--- src/rtl/serial_wr_parser.sv ---
module serial_wr_parser #(
  parameter int ROWS       = 15,
  parameter int COLS       = 30,
  parameter bit WRAP_END   = 1'b1,
  parameter logic [6:0] SLAVE_ID = 7'h3D,
  parameter int MEAS_BYTES = 10,
  parameter logic [7:0] DUMMY = 8'hFF
) (
  input  logic                    clk,
  input  logic                    rst_n,
  input  logic                    i2c_mode,
  input  logic                    pkt_start,
  input  logic                    pkt_stop,
  input  logic                    byte_vld,
  input  logic [7:0]              byte_in,
  input  logic                    tx_req,
  input  logic [8*MEAS_BYTES-1:0] meas_bus,
  output logic [7:0]              tx_byte,
  output logic                    rd_active,
  output logic                    wr_en,
  output logic                    wr_plane,
  output logic [$clog2(ROWS*COLS)-1:0] wr_addr,
  output logic [8:0]              wr_data
);
  localparam int AW = $clog2(ROWS*COLS);
  localparam int IW = $clog2(MEAS_BYTES+1);
  localparam logic [4:0] LAST_ROW = 5'(ROWS-1);
  localparam logic [4:0] LAST_COL = 5'(COLS-1);

  typedef enum logic [2:0] {
    S_IDLE = 3'd0, S_SLV = 3'd1, S_ADDR = 3'd2,
    S_DAB = 3'd3, S_DC = 3'd4, S_READ = 3'd5
  } st_t;

  st_t st;
  logic [4:0] row, col;
  logic plane, d8;
  logic [IW-1:0] rd_idx;

  assign rd_active = (st == S_READ);
  assign tx_byte = (rd_idx < IW'(MEAS_BYTES)) ? meas_bus[8*int'(rd_idx) +: 8] : DUMMY;

  always_ff @(posedge clk or negedge rst_n) begin
    if (!rst_n) begin
      st <= S_IDLE;
      row <= '0;
      col <= '0;
      plane <= 1'b0;
      d8 <= 1'b0;
      rd_idx <= '0;
      wr_en <= 1'b0;
      wr_plane <= 1'b0;
      wr_addr <= '0;
      wr_data <= '0;
    end else begin
      wr_en <= 1'b0;
      if (pkt_start) begin
        st <= i2c_mode ? S_SLV : S_ADDR;
        rd_idx <= '0;
      end else if (pkt_stop) begin
        st <= S_IDLE;
      end else begin
        if (st == S_READ && tx_req && rd_idx != IW'(MEAS_BYTES))
          rd_idx <= rd_idx + 1'b1;
        if (byte_vld) begin
          case (st)
            S_SLV: begin
              if (byte_in[7:1] != SLAVE_ID) st <= S_IDLE;
              else st <= byte_in[0] ? S_READ : S_ADDR;
            end
            S_ADDR: begin
              if (byte_in[7]) begin
                plane <= byte_in[5];
                row <= byte_in[4:0];
              end else begin
                col <= byte_in[4:0];
                d8 <= byte_in[5];
                st <= byte_in[6] ? S_DC : S_DAB;
              end
            end
            S_DAB, S_DC: begin
              wr_en <= 1'b1;
              wr_plane <= plane;
              wr_addr <= AW'(row * COLS + col);
              wr_data <= {d8 & ~plane, byte_in};
              if (st == S_DAB) begin
                st <= S_ADDR;
              end else if (col != LAST_COL) begin
                col <= col + 1'b1;
              end else if (row != LAST_ROW) begin
                col <= '0;
                row <= row + 1'b1;
              end else if (WRAP_END) begin
                col <= '0;
                row <= '0;
              end
            end
            default: ;
          endcase
        end
      end
    end
  end
endmodule

--- config.mk ---
export PLATFORM = sky130hd
export DESIGN_NAME = serial_wr_parser
export DESIGN_NICKNAME = d
export VERILOG_FILES = /design/src/rtl/serial_wr_parser.sv
export SDC_FILE = /design/constraint.sdc
export NUM_CORES = 1
export LEC_CHECK = 0
export CORE_MARGIN = 2
export CORE_UTILIZATION = 44
export DETAILED_ROUTE_END_ITERATION = 7
export PLACE_DENSITY = 0.81
export SYNTH_ARGS = -nofsm -noshare
export SYNTH_HDL_FRONTEND = slang
export SYNTH_SLANG_ARGS = --single-unit
--- constraint.sdc ---
create_clock -name clk -period 6 [get_ports clk]
set_input_delay 1.8 -clock clk [delete_from_list [all_inputs] [get_ports clk]]
set_output_delay 1.8 -clock clk [all_outputs]
set_load 0.02 [all_outputs]
==> reports/qor.yml, run 1 <==
cts:
  hold_buffers: 0
  cts.clk_slew.worst_paths_ns: 0.07
  cts-root-buf: "clkbuf_8"
  clk_latency_ns: 0.29
  cts_tree: "yes"
  numCtsBuffers: 5
  clock-sinks: 39
  h-tree-depth: 2
  cts_resized: 0
  cts_setup_buffers: 0
  clock_path_buffers: 2
hold_path:
  hp-class: "reg -> reg"
  hold_start: "wr_addr[2]"
sta:
  skew_ns: 0.00948
  final_max_slew_viol_count: 0
  hold_viol_final: 0
  slew_headroom_pct: 43.1
  clock.fmax_mhz: 187
  setup_tns_ns: 0
  post-route-period-util_pct: 89.2
  worst_pin_slew_ns: 0.854
  setup_viol: 0
  period_needed_ns: 5.35
  rsz0062_at_grt: "false"
final_layout:
  fin_cells: 545
  final_util_pct: 64.1
  area_growth_pct: 43.2
  nFillCells: 594
  nNetsFinal: 569
  n_antenna_cell: 0
  fin_area_um2: 4570
  layout-drive-gt1-share_pct: 8.74
drt:
  wl_um: 8520
  dr.pass1.iters: 4
  ant_nets: 0
  drtIter0Drc: 72
  vias: 2978
  vias_per_cell: 5.46
  wl_per_cell_um: 15.6
  route.detailed.drc: 0
worst_setup_path:
  cp-start-kind: "input pin"
  rr_worst_depth: 12
  critical_path_class: "in -> out"
  crit_fanout: 1
  required_ns: 4.20
  cp_common_cell: "clkdlybuf4s50_1"
  crit_path_max_incr_delay_ns: 0.54
  reg2reg_to: "wr_addr[8]"
  cp_slowest_cell: "clkdlybuf4s50_1"
  cp_cell_sequence: "clkdlybuf4s50_1 > mux4_2 > nand2_1 > o21ai_1 > o21a_1 > clkdlybuf4s50_1"
  regToRegStartpoint: "row[0]"
  arrival_ns: 3.55
  worstSetupStartpoint: "meas_bus[62]"
  r2r_slack_ns: 2.35
  cp-end-kind: "output pin"
  critPathCapture: "tx_byte[6]"
yosys:
  synthFlopType: "dfrtp_1"
  synthesis.nets: 451
  synth-seq-cells: 39
  yosys_warnings: 0
  async_reset_ff_share_pct: 100
  yosysSeqAreaShare_pct: 30.6
  syn-cell-area_um2: 3190
  synth_edf_count: 0
  netlist_instances: 327
  yosys.cell_types.count: 46
  syn_area_per_cell_um2: 9.76
status:
  status: "finished, final reports clean"
floorplan:
  start_util_pct: 44.7
  die_y_um: 89.2
  core_area_um2: 7140
  num_rows: 31
  die_area_um2: 7950
  ios: 124
  die_w_um: 89.2
placement:
  place_hpwl_um: 6910
  io_buffers: 123
  gp_congestion: 0.853
  dpl_cell_area_um2: 4490
  place_inst: 537
power_and_ir_drop:
  power.leakage_nw: 1.92
  ir_drop_mv: 0.196
  pwr-share-comb_pct: 59.2
  p_clk_share_pct: 12.1
  p_switching_w: 0.000575
  seq_power_share_pct: 28.6
  swShare_pct: 41.2
  p_per_area_nw_per_um2: 305
  p_int_w: 0.000821
grt:
  antenna_found_initial: 0
  grt_max_degree: 40
  track_usage_pct: 21.8
  grt_overflow: 0
  first_global_vias: 2945
  grt_pass1_wl_um: 13600
run:
  maxCapViolations: 0
==> metrics by stage <==
stage | total power, W | setup WS (ns) | hold WS [ns]
2_1_floorplan | 0.000955 | 1.60 | 0.447
3_3_place_gp | 0.00120 | 0.680 | 0.460
3_5_place_dp | 0.00123 | 0.658 | 0.476
4_1_cts | 0.00141 | 0.651 | 0.496
5_1_grt | 0.00153 | 0.573 | 0.511
6_report | 0.00140 | 0.650 | 0.481
==> cells in the mapped netlist (7+ instances only) <==
master / n / area [um2]
fa_1: 8 / 160
a21oi_1: 19 / 95.1
o21ai_1: 30 / 150
nand2b_1: 8 / 50.1
o22ai_1: 7 / 43.8
ha_1: 21 / 263
nand2_1: 30 / 113
o21ai_0: 12 / 60.1
inv_1: 22 / 82.6
clkbuf_1: 7 / 26.3
mux2_2: 8 / 90.1
nor2_1: 14 / 52.6
mux4_2: 14 / 315
mux2_1: 15 / 169
dfrtp_1: 39 / 976
==> cells in the final DEF, fill, tap and decap left out, drive strengths merged, types with 3 or more instances in the layout <==
master and n:
nor3b 4, mux2 23, xnor2 6, clkdlybuf4s50 122, nand2 30, mux4 14
o31ai 3, nand4 4, o21a 3, inv 24, nand2b 8, o22ai 7
ha 21, dfrtp 39, fa 8, nand3 4, nor3 5, xor2 6
nor2 15, o21ai 42, mux2i 5, nor2b 4, a21oi 20, clkbuf 7
==> worst min path at each step <==
stage	end	slack [ns]	depth (start not counted)
2_1_floorplan	wr_plane	0.45	2
3_3_place_gp	wr_plane	0.46	2
5_1_grt	wr_data[6]	0.51	1
6_report	wr_addr[2]	0.48	2
3_5_place_dp	wr_plane	0.48	2
4_1_cts	wr_addr[2]	0.50	2
==> cell type report <==
type	instances	area [um2]	share of cell area, %
clock inverters	1	5.00	0.109
clock buffers	7	76.3	1.67
inverters	24	90.1	1.97
well taps	99	124	2.71
multi-input cells	251	2070	45.2
flip-flops and latches	39	976	21.3
repair buffers	124	1230	27.0
==> sequential cells by signal (all words and copies together), names as in the netlist <==
register and count:
st 3, plane 1, col 5, wr_addr 9
wr_data 9, d8 1, row 5, rd_idx 4
wr_en 1, wr_plane 1
==> power groups by stage <==
| stage | Combinational, W | Sequential, W | Clock (W) |
|---|---|---|---|
| after floorplan | 0.000509 | 0.000446 | 0 |
| after global placement | 0.000794 | 0.000402 | 0 |
| after detailed placement | 0.000827 | 0.000405 | 0 |
| after CTS | 0.000835 | 0.000401 | 0.000176 |
| after global routing | 0.000929 | 0.000411 | 0.000187 |
| final | 0.000827 | 0.000400 | 0.000169 |
==> cells by family after synthesis <==
logic type | Yosys count | synth area share (%)
flip-flops | 39 | 30.6
buffers and inverters | 37 | 4.67
adder cells (fa/ha/maj) | 29 | 13.2
AO/OA/AOI/OAI | 84 | 14.8
XOR/XNOR | 12 | 3.29
multiplexers | 42 | 19.6
AND/OR/NAND/NOR | 84 | 13.8
==> critical path: cells and delay by family <==
family	cells	cell delay (ns)
buf+inv	2	0.94
mux	1	0.46
simple gates	1	0.08
compound gates	2	0.27
==> layer usage <==
metal  vias up  track usage [%]  routed length, um
met5         -                0                  0
met4         0             7.06                223
met3        17             4.80                686
met2       114             40.8               4260
met1      1433             24.3               3350
li1       1414                -                  -
Note: power is estimated with default switching activity, not from simulation.
==> run 2: changes to the inputs <==
--- a/config.mk
+++ b/config.mk
@@ -8,7 +8,7 @@
 export CORE_MARGIN = 2
 export CORE_UTILIZATION = 44
 export DETAILED_ROUTE_END_ITERATION = 7
-export PLACE_DENSITY = 0.81
+export PLACE_DENSITY_LB_ADDON = 0.12
 export SYNTH_ARGS = -nofsm -noshare
 export SYNTH_HDL_FRONTEND = slang
 export SYNTH_SLANG_ARGS = --single-unit
==> run 2 against run 1 <==
Net effect:
- cell count did not move
- count of clock-buffer cells in the layout fell by 1
- wire length rose by 2.1%
- sequential power barely moved
- critical endpoint is now tx_byte[2]
==> reports/qor.yml, run 2 (synthesis results as in run 1) <==
worst_setup_path:
  arrival_ns: 3.62  # +0.07 ns
  r2r_slack_ns: 2.42  # +0.07 ns
  worstSetupStartpoint: "meas_bus[58]"
  critical_path_class: "in -> out"
  required_ns: 4.20  # about the same
  crit_fanout: 1  # unchanged
  reg2reg_to: "wr_addr[8]"
  cp-end-kind: "output pin"
  critPathCapture: "tx_byte[2]"
  regToRegStartpoint: "row[0]"
  rr_worst_depth: 12  # unchanged
  cp-start-kind: "input pin"
placement:
  io_buffers: 123  # unchanged
  dpl_cell_area_um2: 4500  # +0.17%
  post-place-ws_ns: 0.569  # -0.0886 ns
  place_inst: 538  # +0.19%
  gp_congestion: 0.802  # -6.1%
  place_hpwl_um: 6920  # +0.18%
final_layout:
  fin_cells: 545  # unchanged
  fin_area_um2: 4590  # +0.30%
  mostFrequentLayoutCells: "clkdlybuf4s50_1, dfrtp_1, nand2_1, o21ai_1, inv_1"
  final_common_cell: "clkdlybuf4s50_1"
  layout-drive-gt1-share_pct: 9.19  # +0.45 points
  nNetsFinal: 570  # +0.18%
  nFillCells: 629  # +5.9%
  reg_top3: "wr_addr (9), wr_data (9)"
  n_antenna_cell: 0  # unchanged
  area_growth_pct: 43.7
cts:
  cts.clk_slew.worst_paths_ns: 0.07  # about the same
  hold_buffers: 0  # unchanged
  cts-root-buf: "clkbuf_8"
  cts_resized: 0  # unchanged
  numCtsBuffers: 5  # unchanged
  cts_tree: "yes"
  clock_path_buffers: 2  # unchanged
  cts_setup_buffers: 0  # unchanged
  h-tree-depth: 2  # unchanged
  clock-sinks: 39  # unchanged
  clk_latency_ns: 0.28  # about the same
grt:
  grt_pass1_wl_um: 13200  # -2.8%
  antenna_found_initial: 0  # unchanged
  first_global_vias: 2836  # -3.7%
  grt_max_degree: 40  # unchanged
  track_usage_pct: 21.4  # -0.33 points
  grt_overflow: 0  # unchanged
power_and_ir_drop:
  p_per_area_nw_per_um2: 305  # -0.22%
  seq_power_share_pct: 28.8  # +0.2 points
  ir_drop_mv: 0.220  # +12%
  p_clk_share_pct: 12.6  # +0.5 points
  pwr-share-comb_pct: 58.5  # -0.7 points
  p_int_w: 0.000827  # +0.78%
  power.leakage_nw: 1.93  # +0.54%
  swShare_pct: 40.8  # -0.41 points
  p_switching_w: 0.000569  # -0.92%
hold_path:
  hp-class: "reg -> reg"
status:
  status: "finished, final reports clean"
floorplan:
  start_util_pct: 44.7  # unchanged
  die_area_um2: 7950  # unchanged
  num_rows: 31  # unchanged
  core_area_um2: 7140  # unchanged
  ios: 124  # unchanged
  die_w_um: 89.2  # unchanged
  die_y_um: 89.2  # unchanged
sta:
  post-route-period-util_pct: 90.4  # +1.2 points
  worst_pin_slew_ns: 0.863  # +0.00905 ns
  rsz0062_at_grt: "false"
  setup_tns_ns: 0  # unchanged
  final_max_slew_viol_count: 0  # unchanged
  skew_ns: 0.00116  # -0.00833 ns
  layout_setup_ws_ns: 0.579  # -0.0713 ns
  clock.fmax_mhz: 184  # -1.3%
  slew_headroom_pct: 42.5  # -0.60 points
  hold_viol_final: 0  # unchanged
  period_needed_ns: 5.42  # +0.0713 ns
  setup_viol: 0  # unchanged
drt:
  drtIter0Drc: 73  # +1.4%
  wl_um: 8700  # +2.1%
  wl_per_cell_um: 16.0  # +2.1%
  ant_nets: 0  # unchanged
  route.detailed.drc: 0  # unchanged
  vias: 2912  # -2.2%
  dr.pass1.iters: 4  # unchanged
  vias_per_cell: 5.34  # -2.2%
run:
  maxCapViolations: 0  # unchanged
==> run 2: power by group through the flow <==
| stage | Sequential [W] | Combinational (W) | Clock (W) |
|---|---|---|---|
| after detailed placement | 0.000409 | 0.000821 | 0 |
| after global routing | 0.000415 | 0.000912 | 0.000192 |
| after global placement | 0.000404 | 0.000795 | 0 |
| after floorplan | 0.000446 | 0.000509 | 0 |
| after CTS | 0.000404 | 0.000828 | 0.000183 |
| final | 0.000402 | 0.000818 | 0.000177 |
==> run 2: final cells by class <==
type | instances | area (um2) | share of cell area [%]
clock buffer | 6 | 82.6 | 1.80
inverter | 24 | 90.1 | 1.96
multi-input combinational | 251 | 2070 | 45.1
tap | 99 | 124 | 2.70
timing repair buffer | 125 | 1240 | 27.1
sequential | 39 | 976 | 21.3
clock inverter | 1 | 5.00 | 0.109
==> run 2: per-layer routing <==
layer,up-vias,track usage (%),routed length [um]
met2,100,40.0,4350
met1,1394,25.1,3530
met4,0,5.70,107
met5,-,0,0
met3,7,3.88,703
li1,1411,-,-
==> run 2: worst min path at each step <==
stage                    start         end  slack, ns  depth (start not counted)
finish              wr_addr[2]  wr_addr[2]       0.48                          2
global route        wr_addr[8]  wr_addr[8]       0.51                          2
CTS                      plane    wr_plane       0.49                          2
detailed placement       plane    wr_plane       0.47                          2
global placement    wr_addr[2]  wr_addr[2]       0.46                          2
floorplan                plane    wr_plane       0.45                          2
==> run 2: metrics by stage <==
| stage | power (W) | utilization (%) | hold WS (ns) |
|---|---|---|---|
| 2_1_floorplan | 0.000955 | - | 0.447 |
| 3_3_place_gp | 0.00120 | 63.0 | 0.462 |
| 3_5_place_dp | 0.00123 | 63.0 | 0.473 |
| 4_1_cts | 0.00142 | 64.3 | 0.491 |
| 5_1_grt | 0.00152 | 64.3 | 0.507 |
| 6_report | 0.00140 | 64.3 | 0.484 |
==> run 2: critical path: stages <==
cell and delay (ns):
clkdlybuf4s50_1 0.40, mux4_2 0.49, o21ai_0 0.24, o21ai_1 0.12, clkdlybuf4s50_1 0.57
==> run 3: changes to the inputs <==
--- a/config.mk
+++ b/config.mk
@@ -5,6 +5,7 @@
 export SDC_FILE = /design/constraint.sdc
 export NUM_CORES = 1
 export LEC_CHECK = 0
+export CAP_MARGIN = 20
 export CORE_MARGIN = 2
 export CORE_UTILIZATION = 44
 export DETAILED_ROUTE_END_ITERATION = 7
==> results of run 3 <==
Final layout, timing and power as in run 2 (identical DEF).
